[src/rtl/debounce_pkg.sv]
package debounce_pkg;

    typedef enum logic {
        POL_LOW  = 1'b0,
        POL_HIGH = 1'b1
    } pol_e;

    // Per-line filter state: last sample and the level currently passed on
    typedef struct packed {
        logic samp;
        logic held;
    } lane_state_t;

    function automatic logic normalise(input logic raw, input pol_e pol);
        return (pol == POL_HIGH) ? raw : ~raw;
    endfunction

endpackage

[src/rtl/reset_release_sync.sv]
module reset_release_sync #(
    parameter int STAGES = 2
) (
    input  logic clk,
    input  logic arst_n,
    output logic rst_sync_n
);
    localparam int LAST = STAGES - 1;

    logic [LAST:0] chain_d, chain_q;

    always_comb begin
        chain_d = {chain_q[LAST-1:0], 1'b1};
    end

    always_ff @(posedge clk or negedge arst_n) begin
        if (!arst_n) begin
            chain_q <= '0;
        end else begin
            chain_q <= chain_d;
        end
    end

    assign rst_sync_n = chain_q[LAST];

endmodule

[src/rtl/debounce_lane.sv]
module debounce_lane
    import debounce_pkg::*;
(
    input  logic clk,
    input  logic rst_n,
    input  logic raw_in,
    input  logic pol_in,
    input  logic en_in,
    output logic norm_o,
    output logic held_o,
    output logic out_o
);
    lane_state_t st_d, st_q;
    logic        norm;

    always_comb begin
        norm = normalise(raw_in, pol_e'(pol_in));
        st_d = st_q;
        st_d.samp = norm;
        if (norm == st_q.samp) begin
            st_d.held = norm;
        end
    end

    always_ff @(posedge clk or negedge rst_n) begin
        if (!rst_n) begin
            st_q <= '0;
        end else begin
            st_q <= st_d;
        end
    end

    assign norm_o = norm;
    assign held_o = st_q.held;
    assign out_o  = en_in ? st_q.held : norm;

endmodule

[src/rtl/pin_debounce_filter.sv]
module pin_debounce_filter #(
    parameter int WIDTH      = 8,
    parameter int RST_STAGES = 2
) (
    input  logic             db_clk,
    input  logic             db_rst_n,
    input  logic [WIDTH-1:0] pin_in,
    input  logic [WIDTH-1:0] pol_high,
    input  logic [WIDTH-1:0] filt_en,
    output logic [WIDTH-1:0] cond_out
);
    logic             rst_sync_n;
    logic [WIDTH-1:0] norm_w;
    logic [WIDTH-1:0] held_w;

    reset_release_sync #(
        .STAGES(RST_STAGES)
    ) u_rst (
        .clk       (db_clk),
        .arst_n    (db_rst_n),
        .rst_sync_n(rst_sync_n)
    );

    for (genvar i = 0; i < WIDTH; i++) begin : g_lane
        debounce_lane u_lane (
            .clk   (db_clk),
            .rst_n (rst_sync_n),
            .raw_in(pin_in[i]),
            .pol_in(pol_high[i]),
            .en_in (filt_en[i]),
            .norm_o(norm_w[i]),
            .held_o(held_w[i]),
            .out_o (cond_out[i])
        );
    end

endmodule

[config.mk]
export PLATFORM = sky130hd
export DESIGN_NAME = pin_debounce_filter
export DESIGN_NICKNAME = d
export VERILOG_FILES = /design/src/rtl/debounce_pkg.sv /design/src/rtl/reset_release_sync.sv /design/src/rtl/debounce_lane.sv /design/src/rtl/pin_debounce_filter.sv
export SDC_FILE = /design/constraint.sdc
export NUM_CORES = 1
export LEC_CHECK = 0
export ABC_AREA = 1
export ABC_CLOCK_PERIOD_IN_PS = 800
export CAP_MARGIN = 40
export CORE_MARGIN = 8
export CORE_UTILIZATION = 40
export DETAILED_ROUTE_END_ITERATION = 10
export PLACE_DENSITY = 0.86
export SETUP_SLACK_MARGIN = 0.3
export SYNTH_ARGS = -nofsm -noshare
export SYNTH_HDL_FRONTEND = slang
export SYNTH_SLANG_ARGS = --single-unit
[constraint.sdc]
create_clock -name db_clk -period 0.8 [get_ports db_clk]
set_input_delay 0.16 -clock db_clk [delete_from_list [all_inputs] [get_ports db_clk]]
set_output_delay 0.16 -clock db_clk [all_outputs]
set_load 0.005 [all_outputs]
==> flow_summary_export.csv <==
group,metric,value,unit
power_and_ir_drop,power_density,1420,mW/mm2
logic_synthesis,syn_inst,147,
timing,hold-worst-slack,0.0356,ns
final_layout,fin_area,0.00165,mm2
power_and_ir_drop,pwr-share-clk,0.223,
power_and_ir_drop,ir_worst_vdd,1610,uV
timing,finalMaxSlewViolations,0,
global_routing,track_usage,0.0992,
power_and_ir_drop,p_int,0.00175,W
timing,setup_violations,14,
placed_design,pre_cts_ws,-0.790,ns
power_and_ir_drop,switching_share,0.256,
clocking,path_clk_slew,0.09,ns
placed_design,hpwlAfterDp,1550,um
timing,post-route-min-period,1.07,ns
logic_synthesis,ys_types,7,
routing,vias,979,
clocking,cts_buffer_depth,2,
global_routing,grt_pass1_wl,3550,um
clocking,cts_hold_buf,0,
clocking,cts_sinks,18,
final_layout,area_growth,64.1,%
die,die_w,66.1,um
power_and_ir_drop,seqPwrFrac,0.456,
final_layout,nFillCells,202,
die,ioPinCount,34,
setup_path,cp_slowest_stage_delay,0.40,ns
final_layout,seqCellArea,454,um2
run,maxCapViolations,0,
setup_path,critPathMostFrequentCell,"nand2_1",
timing,setup_slack,-0.273,ns
die,dieArea,0.00437,mm2
clocking,numCtsBuffers,3,
setup_path,crit_path_max_fanout,2,
global_routing,antenna_found_initial,0,
global_routing,grt_max_degree,17,
timing,min_period_over_period,1.34,
logic_synthesis,synth_seq_area_share,0.448,
clocking,clk_latency,0.28,ns
die,core-area,0.00243,mm2
setup_path,crit_type,"reg -> out",
clocking,htree_levels,1,
logic_synthesis,synth_area_per_cell,6.83,um2
setup_path,worst-r2r-cell-count,7,
power_and_ir_drop,p_comb_frac,0.322,
final_layout,final_layout_size_suffix_gt1_frac,0.474,
timing,rsz0062_at_grt,"true",
logic_synthesis,ys_ff_latch,18,
logic_synthesis,yosysWarnings,0,
final_layout,final_common_cell,"nand2_1",
placed_design,gp_congestion,0.662,
placed_design,numPortBuffers,33,
clocking,cts_tree,"done",
routing,wire_per_inst,8.67,um
setup_path,crit_path_top_delay_cell,"dfrtp_1",
routing,drc,0,
min_path,hold_class,"in -> async",
final_layout,multi_input_area,397,um2
setup_path,worstPathRequired,0.64,ns
logic_synthesis,synth_nets,173,
clocking,clock-root-buffer,"clkbuf_4",
global_routing,grt_pass1_vias,930,
final_layout,layout.nets,236,
timing,finalHoldViolations,0,
die,start_util,0.413,
routing,vias_per_cell,4.10,
setup_path,startpoint_type,"register",
placed_design,dpl-instance-area,0.00148,mm2
timing,clock_skew,0.00419,ns
die,die_y,66.1,um
outcome,violations,"setup timing",
setup_path,end_kind,"output pin",
routing,wl,2070,um
power_and_ir_drop,power,0.00235,W
routing,dr.pass1.iters,4,
routing,ant_nets,0,
routing,drtIter0Drc,35,
power_and_ir_drop,p_leak,0.994,nW
power_and_ir_drop,p_sw,0.000601,W
die,num_rows,18,
outcome,status,"finished, violations left",
logic_synthesis,synth_area,0.00100,mm2
setup_path,path_cells,"nand2_1 > nand2_1 > buf_2",
final_layout,layout_common_cells,"nand2_1, buf_6, inv_1",
timing,fmaxAchievable,932,MHz
setup_path,arrival,0.91,ns
global_routing,overflow,0,
final_layout,antenna_cells,0,
[logic make-up after synthesis]
kind of cell,synth area share
buffers and inverters,0.209
other,0.00373
AND/OR/NAND/NOR,0.339
flip-flops,0.448
[flip-flops by register name, indices dropped and copies added, names as in the netlist]
register              cells
g_lane.u_lane.held_o      8
g_lane.u_lane.st_q        8
u_rst.chain_q             2
[cells in the mapped netlist]
library cell	instances	area [um2]
nand2_1	56	210
inv_1	40	150
dfrtp_1	18	450
nand3_1	16	80.1
and2_1	8	50.1
buf_4	8	60.1
conb_1	1	3.75
[worst max-delay path: cells and delay by family, from the launching register on]
kind | cells | cell delay (ns)
flops | 1 | 0.40
buf+inv | 1 | 0.12
simple gates | 2 | 0.11
[per-layer routing]
metal / up-vias / GRT usage / wire (um)
met5: - / 0 / 0
li1: 534 / - / -
met4: 0 / 0.00800 / 0
met2: 15 / 0.172 / 1150
met1: 430 / 0.115 / 841
met3: 0 / 0.0407 / 83
[area by class of cell]
class,instances,area share
Timing Repair Buffer,66,0.347
Sequential cell,18,0.275
Multi-Input combinational cell,81,0.241
Inverter,40,0.0926
Tap cell,30,0.0228
Clock buffer,4,0.0220
[power groups by stage]
stage | combinational, W | clock [W] | sequential (W)
6_report | 0.000755 | 0.000523 | 0.00107
5_1_grt | 0.000847 | 0.000609 | 0.00109
4_1_cts | 0.000671 | 0.000547 | 0.00106
3_5_place_dp | 0.000630 | 0 | 0.00108
3_3_place_gp | 0.000615 | 0 | 0.00108
2_1_floorplan | 0.000303 | 0 | 0.00107
[path summary, 6_finish.rpt]
check                                             start                      end  slack, ns
worst max-delay path            g_lane[3].u_lane.held_o              cond_out[3]      -0.27
worst min-delay path                           db_rst_n         u_rst.chain_q[1]       0.04
worst max register to register  g_lane[2].u_lane.held_o  g_lane[2].u_lane.held_o      -0.19
worst min register to register         u_rst.chain_q[1]  g_lane[0].u_lane.held_o       0.18
max in group asynchronous              u_rst.chain_q[1]  g_lane[7].u_lane.held_o       0.44
min in group db_clk                         pol_high[6]  g_lane[6].u_lane.held_o       0.18
[metrics by stage]
stage | TNS (ns) | util | std cells
2_1_floorplan | 0 | - | 147
3_5_place_dp | -10.66 | 0.607 | 221
6_report | -2.65 | 0.678 | 239
4_1_cts | -2.50 | 0.649 | 236
3_3_place_gp | -10.34 | 0.607 | 221
5_1_grt | -3.73 | 0.678 | 239
[timing repair]
item | 4_1_cts | 5_1_grt
resized for setup | 128 | 22
endpoints found under the hold margin | 0 | 0
setup buffers | 11 | 3
cloned | 0 | 0
pin swaps | 11 | 9
endpoints found under the setup margin | 24 | 30
Power figures use the tool's default switching activity.
